<file path="config.mk">
export PLATFORM = sky130hd
export DESIGN_NAME = crl_line_return
export DESIGN_NICKNAME = d
export VERILOG_FILES = /design/src/rtl/crl_pkg.sv /design/src/rtl/crl_line_store.sv /design/src/rtl/crl_beat_sequencer.sv /design/src/rtl/crl_line_return.sv
export SDC_FILE = /design/constraint.sdc
export NUM_CORES = 1
export LEC_CHECK = 0
export ABC_AREA = 1
export BUFFER_PORTS_ARGS = -buffer_cell sky130_fd_sc_hd__buf_2
export CORE_MARGIN = 5
export CORE_UTILIZATION = 50
export CTS_BUF_LIST = sky130_fd_sc_hd__clkbuf_4
export CTS_CLUSTER_SIZE = 30
export DETAILED_ROUTE_END_ITERATION = 10
export PLACE_DENSITY = 0.69
export REMOVE_ABC_BUFFERS = 1
export SLEW_MARGIN = 40
export SYNTH_ARGS = -nofsm -noshare
export SYNTH_HDL_FRONTEND = slang
export SYNTH_SLANG_ARGS = --single-unit
</file>
<file path="constraint.sdc">
create_clock -name clk -period 4.8 [get_ports clk]
set_input_delay 0.72 -clock clk [delete_from_list [all_inputs] [get_ports clk]]
set_output_delay 0.72 -clock clk [all_outputs]
set_load 0.01 [all_outputs]
</file>
<file path="src/rtl/crl_pkg.sv">
`timescale 1ns/1ps
// Package: shared types for the critical-half-first line return block.
// Assumes nothing beyond the consumers using these names consistently.
package crl_pkg;
    typedef enum logic {
        ST_IDLE = 1'b0,
        ST_BUSY = 1'b1
    } crl_state_e;
endpackage

</file>
<file path="src/rtl/crl_line_store.sv">
`timescale 1ns/1ps
// Module: crl_line_store
// Captures the beats of one line in arrival order and serves random reads.
// A read slot is reported ready once the beat for that slot has been written.
// Assumes beats arrive in line order; writes past a full line are dropped.
module crl_line_store #(
    parameter int DATA_W = 64,
    parameter int BEATS  = 8
) (
    input  logic                       clk,
    input  logic                       rst_n,
    input  logic                       clear,
    input  logic                       wr_valid,
    input  logic [DATA_W-1:0]          wr_data,
    input  logic [$clog2(BEATS)-1:0]   rd_idx,
    output logic [DATA_W-1:0]          rd_data,
    output logic                       rd_ready
);
    localparam int IDX_W = $clog2(BEATS);
    localparam int CNT_W = IDX_W + 1;

    logic [CNT_W-1:0]  wr_cnt;
    logic [DATA_W-1:0] slot_q [BEATS];
    logic              full;
    logic              wr_en;

    assign full  = (wr_cnt == CNT_W'(BEATS));
    assign wr_en = wr_valid && !full;

    // Fill counter: cleared at a new request, advanced per captured beat.
    always_ff @(posedge clk) begin
        if (!rst_n)      wr_cnt <= '0;
        else if (clear)  wr_cnt <= '0;
        else if (wr_en)  wr_cnt <= wr_cnt + CNT_W'(1);
    end

    // Beat storage: the next free slot takes the incoming beat.
    always_ff @(posedge clk) begin
        if (wr_en) slot_q[wr_cnt[IDX_W-1:0]] <= wr_data;
    end

    assign rd_data  = slot_q[rd_idx];
    assign rd_ready = ({1'b0, rd_idx} < wr_cnt);

    AST_CLEAR_EMPTY: assert property (@(posedge clk) disable iff (!rst_n) clear |=> (wr_cnt == '0)) else $error("store not emptied");
    AST_NO_OVERFLOW: assert property (@(posedge clk) disable iff (!rst_n) full |=> (wr_cnt <= CNT_W'(BEATS))) else $error("store overfilled");
endmodule

</file>
<file path="src/rtl/crl_beat_sequencer.sv">
`timescale 1ns/1ps
// Module: crl_beat_sequencer
// Counts output beats and maps each one to a line slot. When swap is taken at
// start, the top index bit is flipped so the upper half leaves first.
// Assumes BEATS is a power of two, at least 2.
module crl_beat_sequencer #(
    parameter int BEATS = 8
) (
    input  logic                       clk,
    input  logic                       rst_n,
    input  logic                       start,
    input  logic                       swap_in,
    input  logic                       advance,
    output logic [$clog2(BEATS)-1:0]   slot_idx,
    output logic                       is_last
);
    localparam int IDX_W = $clog2(BEATS);
    localparam logic [IDX_W-1:0] HALF_MASK = IDX_W'(BEATS / 2);

    logic [IDX_W-1:0] out_cnt;
    logic             swap_q;

    // Output counter and swap choice, both latched at request start.
    always_ff @(posedge clk) begin
        if (!rst_n) begin
            out_cnt <= '0;
            swap_q  <= 1'b0;
        end else if (start) begin
            out_cnt <= '0;
            swap_q  <= swap_in;
        end else if (advance) begin
            out_cnt <= out_cnt + IDX_W'(1);
        end
    end

    assign slot_idx = out_cnt ^ (swap_q ? HALF_MASK : '0);
    assign is_last  = (out_cnt == IDX_W'(BEATS - 1));

    AST_SWAP_HELD: assert property (@(posedge clk) disable iff (!rst_n) !start |=> $stable(swap_q)) else $error("swap changed mid-line");
    AST_CNT_STEP: assert property (@(posedge clk) disable iff (!rst_n) (advance && !start) |=> (out_cnt == $past(out_cnt) + IDX_W'(1))) else $error("beat count skipped");
endmodule

</file>
<file path="src/rtl/crl_line_return.sv">
`timescale 1ns/1ps
// Module: crl_line_return (top)
// Accepts one line request at a time, captures the eight-beat memory burst,
// and replays it with the addressed half first for 32-byte requests.
// Assumes memory beats come only after acceptance, in line order, unstalled.
module crl_line_return
    import crl_pkg::*;
#(
    parameter int ADDR_W = 32,
    parameter int DATA_W = 64,
    parameter int BEATS  = 8
) (
    input  logic              clk,
    input  logic              rst_n,
    input  logic              req_valid,
    output logic              req_ready,
    input  logic [ADDR_W-1:0] req_addr,
    input  logic              req_half_line,
    input  logic              mem_valid,
    input  logic [DATA_W-1:0] mem_data,
    output logic              rsp_valid,
    input  logic              rsp_ready,
    output logic [DATA_W-1:0] rsp_data,
    output logic [ADDR_W-1:0] rsp_addr,
    output logic              rsp_last
);
    localparam int BEAT_BYTES = DATA_W / 8;
    localparam int BEAT_OFF   = $clog2(BEAT_BYTES);
    localparam int IDX_W      = $clog2(BEATS);
    localparam int OFF_W      = IDX_W + BEAT_OFF;
    localparam int HALF_BIT   = OFF_W - 1;
    localparam int LINE_W     = ADDR_W - OFF_W;

    crl_state_e        state;
    logic [LINE_W-1:0] line_q;
    logic              accept;
    logic              busy;
    logic              swap;
    logic              advance;
    logic              done;
    logic [IDX_W-1:0]  slot_idx;
    logic              is_last;
    logic              slot_ready;
    logic [DATA_W-1:0] slot_data;
    logic              unused_low_addr;

    assign busy      = (state == ST_BUSY);
    assign req_ready = !busy;
    assign accept    = req_valid && req_ready;
    assign swap      = req_half_line && req_addr[HALF_BIT];
    assign advance   = rsp_valid && rsp_ready;
    assign done      = advance && is_last;
    assign unused_low_addr = ^req_addr[HALF_BIT-1:0];

    // Request state: busy from acceptance to the last beat's handshake.
    always_ff @(posedge clk) begin
        if (!rst_n)      state <= ST_IDLE;
        else if (accept) state <= ST_BUSY;
        else if (done)   state <= ST_IDLE;
    end

    // Line address register, captured with the request.
    always_ff @(posedge clk) begin
        if (!rst_n)      line_q <= '0;
        else if (accept) line_q <= req_addr[ADDR_W-1:OFF_W];
    end

    crl_line_store #(.DATA_W(DATA_W), .BEATS(BEATS)) u_store (
        .clk      (clk),
        .rst_n    (rst_n),
        .clear    (accept),
        .wr_valid (mem_valid && busy),
        .wr_data  (mem_data),
        .rd_idx   (slot_idx),
        .rd_data  (slot_data),
        .rd_ready (slot_ready)
    );

    crl_beat_sequencer #(.BEATS(BEATS)) u_seq (
        .clk      (clk),
        .rst_n    (rst_n),
        .start    (accept),
        .swap_in  (swap),
        .advance  (advance),
        .slot_idx (slot_idx),
        .is_last  (is_last)
    );

    assign rsp_valid = busy && slot_ready;
    assign rsp_data  = slot_data;
    assign rsp_addr  = {line_q, slot_idx, {BEAT_OFF{1'b0}}};
    assign rsp_last  = rsp_valid && is_last;

    AST_RESET_IDLE: assert property (@(posedge clk) !rst_n |=> (req_ready && !rsp_valid && !rsp_last)) else $error("not idle after reset");
    AST_HOLD_VALID: assert property (@(posedge clk) disable iff (!rst_n) (rsp_valid && !rsp_ready) |=> rsp_valid) else $error("valid dropped in stall");
    AST_HOLD_BEAT: assert property (@(posedge clk) disable iff (!rst_n) (rsp_valid && !rsp_ready) |=> ($stable(rsp_data) && $stable(rsp_addr) && $stable(rsp_last))) else $error("beat changed in stall");
    AST_BUSY_BLOCKS: assert property (@(posedge clk) disable iff (!rst_n) (!req_ready && !(rsp_valid && rsp_ready && rsp_last)) |=> !req_ready) else $error("ready too early");
    AST_RELEASE: assert property (@(posedge clk) disable iff (!rst_n) (rsp_valid && rsp_ready && rsp_last) |=> (req_ready && !rsp_valid)) else $error("no release after last");
    AST_NO_EARLY: assert property (@(posedge clk) disable iff (!rst_n) (req_valid && req_ready) |=> !rsp_valid) else $error("beat before capture");
endmodule

</file>
# Yosys cells after proc, flatten, opt, wreduce, memory -nomap -nowiden
# Memories as Yosys holds them, arrays and structs flattened.
# Index checks and enable logic that the tools add are counted.
# word_totals
reg_bits	35
mem_bits_rw	512
in_bits	102
output_inout_bits	99
word_cells	30
n_memories	1
# mem_list
memory	depth	word_bits	rd	rd_ports_with_merged_regs	wr	line	text
u_store.slot_q	8	64	1	0	1	crl_line_store.sv:23	logic [DATA_W-1:0] slot_q [BEATS];
# classes
addsub	2
order_cmp	1
n_eq_ne	2
n_mux	5
n_bitwise	2
n_reduce_logical	12
# op_table
cell	count
1-bit logical AND	8
4-bit by 1-bit adder with 4-bit output, second input constant	1
4-bit equality test, second input constant	1
3-bit by 4-bit < comparator with 1-bit output	1
1-bit 2-to-1 mux	4
3-bit by 1-bit adder with 3-bit output, second input constant	1
3-bit equality test, second input constant	1
3-bit 2-to-1 mux	1
3-bit bitwise XOR	1
1-bit zero test	2
2-bit nonzero test	1
2-bit OR reduction	1
1-bit NOT	1

# Longest topological paths before layout
# Gate-level depths: netlist (run 1).
# depth
word_depth	8
mapped_depth	11
mapped_depth_nobuf	9

# Hierarchy
# A second synthesis (run 1) with hierarchy kept.
# unflattened
hier_cells	1912
hier_area_um2	21902.3
# by_module_without_submodules
module	n_inst	cells_each	area_per_inst_um2	seq_area_each_um2
crl_line_store	1	1754	20599.8	15454.8
crl_line_return	1	132	1101.1	540.5
crl_beat_sequencer	1	26	201.4	80.1

# Least setup slack after synthesis (run 1)
# Ideal clock, no wire load.
# synth_path
kind	input -> register
from	input mem_valid
to	memory u_store.slot_q[0][0] (enable)
setup_ns	0.486
t_arrival_ns	3.761
required_ns	4.314
path_slack_ns	0.552
path_stages	4
path_buffers	0
cell_sequence	nand3_1 -> inv_1 -> nand2_1 -> nor2_1
# synth_via
elab_chain_cells	4
# synth_lines
element	line	text
start: declaration	crl_line_return.sv:19	input logic mem_valid,
1-bit logical AND	crl_line_return.sv:72	.wr_valid (mem_valid && busy),
1-bit logical AND	crl_line_store.sv:28	assign wr_en = wr_valid && !full;
1-bit 2-to-1 mux	crl_line_store.sv:39	if (wr_en) slot_q[wr_cnt[IDX_W-1:0]] <= wr_data;
1-bit 2-to-1 mux (not written as such)	crl_line_store.sv:39	
end: declaration	crl_line_store.sv:23	
# Every way passes these cells.

# Final worst setup path (run 1)
# layout_path
from	register u_seq.out_cnt[0]
to	output rsp_data[30]
# layout_via
elab_chain_cells	2
# layout_lines
element	line	text
start: declaration	crl_beat_sequencer.sv:20	logic [IDX_W-1:0] out_cnt;
start signal: assignment	crl_beat_sequencer.sv:32	out_cnt <= out_cnt + IDX_W'(1);
3-bit bitwise XOR	crl_beat_sequencer.sv:36	assign slot_idx = out_cnt ^ (swap_q ? HALF_MASK : '0);
memory 8 x 64 bit	--	
end: declaration	crl_line_return.sv:23	output logic [DATA_W-1:0] rsp_data,
# Every way passes these cells.

==> out/qor.csv, run 1 <==
metric,value,unit
status,finished clean,
Initial Util,50.7,%
Post-Synthesis Mean Instance Area,12.5,um^2
Die X,216,um
io pins,201,
synth warn,0,
routed vias/inst,5.30,
std cell rows,75,
Post-Synthesis Cell Area,0.0213,mm^2
DRT antenna net count,0,
die area,0.0469,mm^2
first-pass GRT wire length,72.0,mm
core outline area,0.0420,mm^2
Synth top area share,72.1,%
Worst Setup Start Kind,flip-flop,
H-Tree Depth,4,
FMAX,266,MHz
vias in the first global route,13474,
Max IR drop VDD,0.228,mV
Seq pwr share,54.7,%
switching power,2.07,mW
die outline height,216,um
area added between synthesis and finish,15.4,%
Sw Ratio,21.5,%
CTS-repair resized insts,0,
worst endpoint required time,4.08,ns
Netlist cell types,22,
DRT Wirelength,46.5,mm
initial antenna violation count,6,
Hold Path Class,in2reg,
min Tclk post-route,3.75,ns
internal power,7.57,mW
critical path type,reg2out,
clock transition at the registers of the reported paths,0.06,ns
largest area contributor in the netlist,edfxtp_1,
final net count,2064,
hold_ws,0.133,ns
Worst-Margin Slew,0.795,ns
Min-Delay Path Depth,3,
Setup crit end kind,output port,
most frequent cells in the layout,"nor2_1 (568), edfxtp_1 (512), o21ai_0 (277), clkbuf_4 (192), buf_2 (192)",
Clock power frac,41.3,%
Area contributors post-synth,"edfxtp_1 (72%), nor2_1 (10%), o21ai_0 (6.5%)",
Comb pwr share,4.0,%
GP Congestion,0.744,
Leak Pwr,8.77,nW
RSZ-0062 raised after global routing,false,
pin count of the biggest net entering global routing,120,
Final Setup Violations,0,
Overall Global Routing Usage,19.6,%
sequential area share after synthesis,75.4,%
TritonCTS Buffers,138,
reg2reg path depth,8,
synthesized instance count,1709,
Initial DRC Count,960,
"Setup Fix Bufs, Post-CTS",0,
post-synthesis register bit count,547,
share of cells above drive strength 1,21.3,%
total grt overflow,0,
"most common cell after layout, fill and taps aside",nor2_1,
Post-DP HPWL,23.5,mm
Clock Latency Late Sink,0.83,ns
Place WS,1.80,ns
clock sinks,547,
number of max-cap violations,0,
DRC viols,0,
post-layout worst setup margin,1.05,ns
critical path peak fanout,82,
critical path arrival,3.03,ns
final-report hold violation count,0,
Slew headroom,47.0,%
PortBufs,192,
drt first pass iters,5,
via count,13813,
worst-case clock buffer depth,3,
final period utilization,78.2,%
TritonCTS clock tree,built,
Pins Over Slew Limit,0,
wire per inst,17.9,um
clock root buffer,clkbuf_4,
Clock Skews,0.0479,ns
Final Cell Area,0.0246,mm^2
Hold Buf Count CTS,0,
area of placed instances,0.0228,mm^2
pwr dens,392,mW/mm^2
power by group through the flow:
stage          Clock [mW]  Combinational, mW  Sequential (mW)
2_1_floorplan           0              0.167             5.40
3_3_place_gp            0              0.376             5.38
3_5_place_dp            0              0.387             5.38
4_1_cts              4.10              0.388             5.28
5_1_grt              4.38              0.432             5.28
6_report             3.98              0.383             5.28
path summary, 6_finish.rpt:
kind	startpoint	end	slack, ns
min reg2reg	line_q[19]	line_q[19]	0.49
max reg2reg	u_store.wr_cnt[0]	u_store.slot_q[6][27]	1.97
min	req_addr[22]	line_q[16]	0.13
max	u_seq.out_cnt[0]	rsp_data[30]	1.05
state kept, by name (all words and copies together), names as in the netlist:
signal / cells
u_seq.swap_q: 1
line_q: 26
u_store.wr_cnt: 4
u_seq.out_cnt: 3
u_store.slot_q: 512
busy: 1
stage by stage:
step | std cells | TNS, ns | power (mW) | utilization, %
finish | 2604 | 0 | 9.64 | 58.5
detailed placement | 2355 | 0 | 5.77 | 54.1
floorplan | 1601 | -306.34 | 5.56 | -
global route | 2603 | 0 | 10.1 | 58.5
CTS | 2600 | 0 | 9.76 | 58.5
global placement | 2353 | 0 | 5.75 | 54.0
cell type report:
type	instances	area (um^2)
clock inverters	53	393
clock buffers	192	1440
flip-flops and latches	547	16100
fillers	3377	17400
diodes	4	10.0
inverters	16	72.6
multi-input cells	1038	4640
well taps	539	674
repair buffers	215	1290
critical path, cell delays in order (launching register included):
cell and delay, ns:
dfxtp_4 0.50, buf_12 0.36, buf_16 0.32, nor2_1 0.09
nor2_1 0.08, o21ai_0 0.07, o21ai_0 0.10, nor2_1 0.06
a31oi_1 0.32, buf_2 0.21
per-layer routing:
layer  vias up  GRT usage (%)  wire, um
li1       6698              -         -
met1      6578           25.4     19900
met2       456           31.6     22500
met3        75           5.57      3330
met4         6           7.61       819
met5         -              0        28
synth_stat cells:
| library cell | instances |
|---|---|
| nor2_1 | 575 |
| edfxtp_1 | 512 |
| o21ai_0 | 277 |
| o21ai_1 | 71 |
| a31oi_1 | 64 |
| clkbuf_1 | 48 |
| dfxtp_1 | 35 |
| nand2_1 | 23 |
| buf_4 | 18 |
| buf_2 | 16 |
| buf_6 | 14 |
| inv_1 | 12 |
| buf_1 | 11 |
| a21oi_1 | 9 |
| nand3_1 | 8 |
| ha_1 | 6 |
| inv_2 | 4 |
| clkbuf_2 | 2 |
| buf_8 | 1 |
| conb_1 | 1 |
| nand4_1 | 1 |
| xor2_1 | 1 |
logic make-up after synthesis:
group / count (synthesis) / synth area share (%)
other: 1 / 0.0176
buffers and inverters: 126 / 3.19
xor gates and xnor gates: 1 / 0.0411
and+or+nand+nor: 607 / 10.7
DFF: 547 / 75.4
AOI/OAI and AO/OA: 421 / 10.3
adders and majority gates: 6 / 0.352
Note: power is estimated with default switching activity, not from simulation.
==> inputs of run 2 (changes only) <==
==> constraint.sdc (replaced) <==
create_clock -name clk -period 3.8 [get_ports clk]
set_input_delay 0.57 -clock clk [delete_from_list [all_inputs] [get_ports clk]]
set_output_delay 0.57 -clock clk [all_outputs]
set_load 0.01 [all_outputs]
==> out/qor.csv, run 2 (same netlist as run 1, synthesis figures left out) <==
metric,value,unit,change
Post-DP HPWL,23.6,mm,+0.31%
Final Core Density,60.8,%,+2.3 points
TritonCTS clock tree,built,,
internal power,9.66,mW,+28%
drt first pass iters,5,,unchanged
critical path type,reg2out,,
RR Startpoint,u_store.wr_cnt[0],,
RSZ-0062 raised after global routing,false,,
DRT antenna net count,0,,unchanged
Leak Pwr,9.20,nW,+4.9%
Inst Count DP,2357,,+0.085%
Initial Util,50.7,%,unchanged
final net count,2164,,+4.8%
min-delay src,mem_valid,,
Clock Latency Late Sink,0.85,ns,+0.02 ns
switching power,2.64,mW,+27%
Place WS,1.02,ns,-0.786 ns
number of max-cap violations,0,,unchanged
Setup crit end kind,output port,,
vias in the first global route,14288,,+6.0%
critical path arrival,2.94,ns,-0.09 ns
total grt overflow,0,,unchanged
TritonCTS Buffers,141,,+2.2%
final non-filler cell total,2693,,+3.4%
via count,14264,,+3.3%
GP Congestion,0.757,,+1.8%
DRT Wirelength,48.6,mm,+4.4%
most frequent cells in the layout,"nor2_1 (568), edfxtp_1 (512), o21ai_0 (277), clkbuf_4 (203), buf_2 (192)",,
clock sinks,547,,unchanged
pin count of the biggest net entering global routing,197,,+64%
CP bufs+invs,3,,unchanged
pwr dens,481,mW/mm^2,+23%
"Setup Fix Bufs, Post-CTS",0,,unchanged
Clock power frac,41.2,%,about the same
routed vias/inst,5.30,,-0.15%
Sw Ratio,21.4,%,about the same
flop2flop setup slack,1.21,ns,-0.76 ns
final-report hold violation count,0,,unchanged
H-Tree Depth,4,,unchanged
worst hold path endpoint,u_store.wr_cnt[1],,
core outline area,0.0420,mm^2,unchanged
min Tclk post-route,3.51,ns,
Max IR drop VDD,0.240,mV,+4.9%
wire per inst,18.0,um,+0.95%
Worst Setup Start Kind,flip-flop,,
Min-Delay Path Depth,3,,unchanged
Slew headroom,47.7,%,+0.74 points
critical-path cell list,clkinv_2 > buf_4 > nor2_1 > o21ai_0 > a31oi_1 > buf_2,,
Die X,216,um,unchanged
Hold Path Class,in2reg,,
max reg flops,512,,unchanged
first-pass GRT wire length,75.4,mm,+4.7%
FMAX,285,MHz,
Seq pwr share,54.2,%,-0.5 points
io pins,201,,unchanged
clock transition at the registers of the reported paths,0.07,ns,about the same
post-layout worst setup margin,0.294,ns,-0.752 ns
share of cells above drive strength 1,21.1,%,-0.20 points
fill count,3224,,-4.5%
critical path peak fanout,29,,-65%
std cell rows,75,,unchanged
clock root buffer,clkbuf_4,,
r2r endpoint,u_store.slot_q[4][35],,
reg2reg path depth,8,,unchanged
die outline height,216,um,unchanged
PortBufs,192,,unchanged
"slowest stage cell, crit path",clkinv_2,,
hold_ws,0.105,ns,-0.0276 ns
worst endpoint required time,3.23,ns,-0.85 ns
area added between synthesis and finish,20.0,%,
top cell family by delay on the critical path,buffers and inverters,,
Pins Over Slew Limit,0,,unchanged
initial antenna violation count,4,,-2
final period utilization,92.3,%,
Initial DRC Count,1036,,+7.9%
DRC viols,0,,unchanged
multi-input logic area,0.00464,mm^2,unchanged
Comb pwr share,4.6,%,+0.6 points
Overall Global Routing Usage,20.4,%,+0.81 points
status,finished clean,,
Clock Skews,0.0343,ns,-0.0136 ns
CP peak stage delay,0.54,ns,+0.04 ns
Final Setup Violations,0,,unchanged
die area,0.0469,mm^2,unchanged
sequential cell area,0.0161,mm^2,unchanged
"most common cell after layout, fill and taps aside",nor2_1,,
worst-case clock buffer depth,3,,unchanged
Worst-Margin Slew,0.782,ns,-0.0131 ns
## run 2: through the flow
step	cell area (um^2)	setup TNS, ns	power (mW)
2_1_floorplan	20700	-549.16	7.03
3_3_place_gp	22800	0	7.27
3_5_place_dp	22800	0	7.28
4_1_cts	25500	0	12.4
5_1_grt	25600	0	12.8
6_report	25600	0	12.3
## run 2: power by group through the flow
stage	logic, mW	registers (mW)	clock network (mW)
3_3_place_gp	0.474	6.79	0
2_1_floorplan	0.211	6.82	0
4_1_cts	0.568	6.67	5.21
3_5_place_dp	0.488	6.79	0
6_report	0.567	6.67	5.06
5_1_grt	0.633	6.67	5.54
## run 2: layer usage
| metal | share of wire (%) | up-vias | global-route usage [%] |
|---|---|---|---|
| met3 | 6.6 | 86 | 5.11 |
| li1 | - | 6891 | - |
| met2 | 49 | 466 | 33.9 |
| met4 | 1.8 | 4 | 7.61 |
| met5 | 0.029 | - | 0 |
| met1 | 43 | 6817 | 26.2 |
## run 2: worst register-to-register path, cell delays in order, from the launching register on
cell     delay (ns)
dfxtp_1        0.40
inv_1          0.10
ha_1           0.21
nand3_1        0.08
nand3_1        0.13
inv_1          0.17
nand2_1        0.28
nor2_4         0.39
buf_12         0.41
## run 2: final cells by class
cell class	count	area share [%]
antenna	2	0.0196
clock buffer	203	5.96
clock inverter	36	1.18
inverter	16	0.274
multi-input combinational	1038	18.2
sequential	547	62.9
tap	539	2.64
timing repair buffer	312	8.90
## run 2: how the worst max path moves through the flow
stage / startpoint / end / slack [ns] / depth (start not counted)
4_1_cts: u_seq.out_cnt[0] / rsp_data[30] / 0.05 / 8
5_1_grt: u_seq.out_cnt[0] / rsp_data[28] / 0.04 / 7
6_report: u_seq.out_cnt[1] / rsp_data[21] / 0.29 / 6
3_5_place_dp: u_seq.out_cnt[0] / rsp_data[56] / 1.02 / 8
2_1_floorplan: u_seq.out_cnt[0] / rsp_data[14] / -5.26 / 5
3_3_place_gp: u_seq.out_cnt[0] / rsp_data[30] / 1.00 / 8
## run 2: what timing repair did
item / 4_1_cts / 5_1_grt
endpoints found under the setup margin: 0 / 4
hold endpoints to repair: 542 / 0
gates resized for setup: 0 / 2
hold buffers: 93 / 0
==> inputs of run 3 (changes only) <==
--- a/config.mk
+++ b/config.mk
@@ -12,8 +12,9 @@
 export CTS_BUF_LIST = sky130_fd_sc_hd__clkbuf_4
 export CTS_CLUSTER_SIZE = 30
 export DETAILED_ROUTE_END_ITERATION = 10
-export PLACE_DENSITY = 0.69
+export PLACE_DENSITY = 0.72
 export REMOVE_ABC_BUFFERS = 1
+export SETUP_SLACK_MARGIN = 0.2
 export SLEW_MARGIN = 40
 export SYNTH_ARGS = -nofsm -noshare
 export SYNTH_HDL_FRONTEND = slang
==> constraint.sdc (replaced) <==
create_clock -name clk -period 3.2 [get_ports clk]
set_input_delay 0.32 -clock clk [delete_from_list [all_inputs] [get_ports clk]]
set_output_delay 0.32 -clock clk [all_outputs]
set_load 0.01 [all_outputs]
==> out/qor.csv, run 3 (same netlist as run 1, synthesis figures left out) <==
metric,value,unit,change
final net count,2210,,+2.1%
DRT antenna net count,0,,unchanged
critical path peak fanout,66,,+130%
"most common cell after layout, fill and taps aside",nor2_1,,
pwr dens,554,mW/mm^2,+15%
max reg flops,512,,unchanged
TritonCTS clock tree,built,,
status,finished clean,,
io pins,201,,unchanged
FMAX,352,MHz,
hold_ws,0.295,ns,+0.190 ns
fill count,3233,,+0.28%
vias in the first global route,14958,,+4.7%
Worst Setup Start Kind,flip-flop,,
Overall Global Routing Usage,21.8,%,+1.5 points
Worst-Margin Slew,0.636,ns,-0.146 ns
pin count of the biggest net entering global routing,77,,-61%
RSZ-0062 raised after global routing,true,,
clock sinks,547,,unchanged
share of cells above drive strength 1,21.8,%,+0.66 points
std cell rows,75,,unchanged
final-report hold violation count,0,,unchanged
drt first pass iters,5,,unchanged
Final Setup Violations,0,,unchanged
Clock Latency Late Sink,0.83,ns,-0.02 ns
Initial DRC Count,1248,,+20%
worst-case clock buffer depth,3,,unchanged
min Tclk post-route,2.84,ns,
die area,0.0469,mm^2,unchanged
TritonCTS Buffers,138,,-2.1%
area added between synthesis and finish,23.0,%,
critical path arrival,2.52,ns,-0.42 ns
Pins Over Slew Limit,0,,unchanged
worst endpoint required time,2.88,ns,-0.35 ns
wire per inst,19.1,um,+5.9%
H-Tree Depth,4,,unchanged
clock root buffer,clkbuf_4,,
Setup crit end kind,output port,,
via count,14799,,+3.8%
Inst Count DP,2363,,+0.25%
final period utilization,88.7,%,
Leak Pwr,9.53,nW,+3.5%
area of placed instances,0.0228,mm^2,+0.23%
clock transition at the registers of the reported paths,0.07,ns,about the same
DRC viols,0,,unchanged
Initial Util,50.7,%,unchanged
Final Cell Area,0.0262,mm^2,+2.5%
Clock Skews,0.0423,ns,+0.00800 ns
core outline area,0.0420,mm^2,unchanged
Die X,216,um,unchanged
critical path type,reg2out,,
Post-DP HPWL,24.4,mm,+3.2%
most frequent cells in the layout,"nor2_1 (568), edfxtp_1 (512), o21ai_0 (276), clkbuf_4 (209), buf_2 (192)",,
Max IR drop VDD,0.271,mV,+13%
Slew headroom,57.6,%,+9.8 points
first-pass GRT wire length,80.1,mm,+6.2%
total grt overflow,0,,unchanged
DRT Wirelength,52.4,mm,+7.9%
number of max-cap violations,0,,unchanged
die outline height,216,um,unchanged
final non-filler cell total,2745,,+1.9%
Final Core Density,62.4,%,+1.5 points
routed vias/inst,5.39,,+1.8%
Hold Path Class,in2reg,,
GP Congestion,0.794,,+4.8%
initial antenna violation count,4,,unchanged
PortBufs,192,,unchanged
-- run 3: cell count changes in the layout (fill, tap and decap cells not counted), moves of 3 or more --
cell           change
buf_16             +7
buf_4             +11
clkbuf_16          +3
clkbuf_4           +6
clkinv_1           +3
clkinv_4           -3
clkinvlp_4         -5
dlygate4sd3_1     +26
-- run 3: worst paths after layout --
check                                        from               endpoint  slack, ns  depth (start not counted)
worst max-delay path             u_seq.out_cnt[0]            rsp_data[0]       0.36                          7
worst min-delay path                 mem_data[54]  u_store.slot_q[3][54]       0.30                          2
worst max register to register  u_store.wr_cnt[0]   u_store.slot_q[2][0]       0.72                          8
worst min register to register          line_q[2]              line_q[2]       0.49                          2
-- run 3: area by class of cell --
class                   count  area (um^2)  area share, %
diodes                      4         10.0         0.0382
inverters                  16         78.8          0.301
repair buffers            361         2940           11.2
multi-input cells        1038         4660           17.8
clock inverters            31          199          0.759
flip-flops and latches    547        16100           61.4
well taps                 539          674           2.57
clock buffers             209         1570           5.98
-- run 3: repair_timing --
action,4_1_cts,5_1_grt
hold buffers,119,0
pin swaps,2,2
cloned,6,4
buffers inserted,6,3
endpoints found under the setup margin,66,37
resized for setup,8,15
endpoints found under the hold margin,546,0
-- run 3: metal layers --
metal	part of all wire (%)	track usage (%)
met3	7.1	5.48
met1	42	28.2
met5	0	0
met4	1.8	8.25
met2	49	36.1
-- run 3: critical path: stages (launching register included) --
cell     delay (ns)
dfxtp_4        0.41
inv_16         0.20
buf_16         0.28
nor2_1         0.07
o21ai_1        0.16
nor2_1         0.06
a31oi_1        0.28
buf_2          0.20
-- run 3: per-stage QoR --
stage	setup WS, ns	total power, mW	TNS [ns]
global route	0.172	15.2	0
finish	0.361	14.5	0
detailed placement	0.727	8.65	0
floorplan	-5.61	8.35	-844.43
global placement	0.836	8.63	0
CTS	0.212	14.6	0
-- run 3: report_power, final --
part           switching (mW)  internal, mW  total, mW
Sequential             0.0295          7.89       7.92
Clock                    2.64          3.21       5.85
Combinational           0.432         0.314      0.746
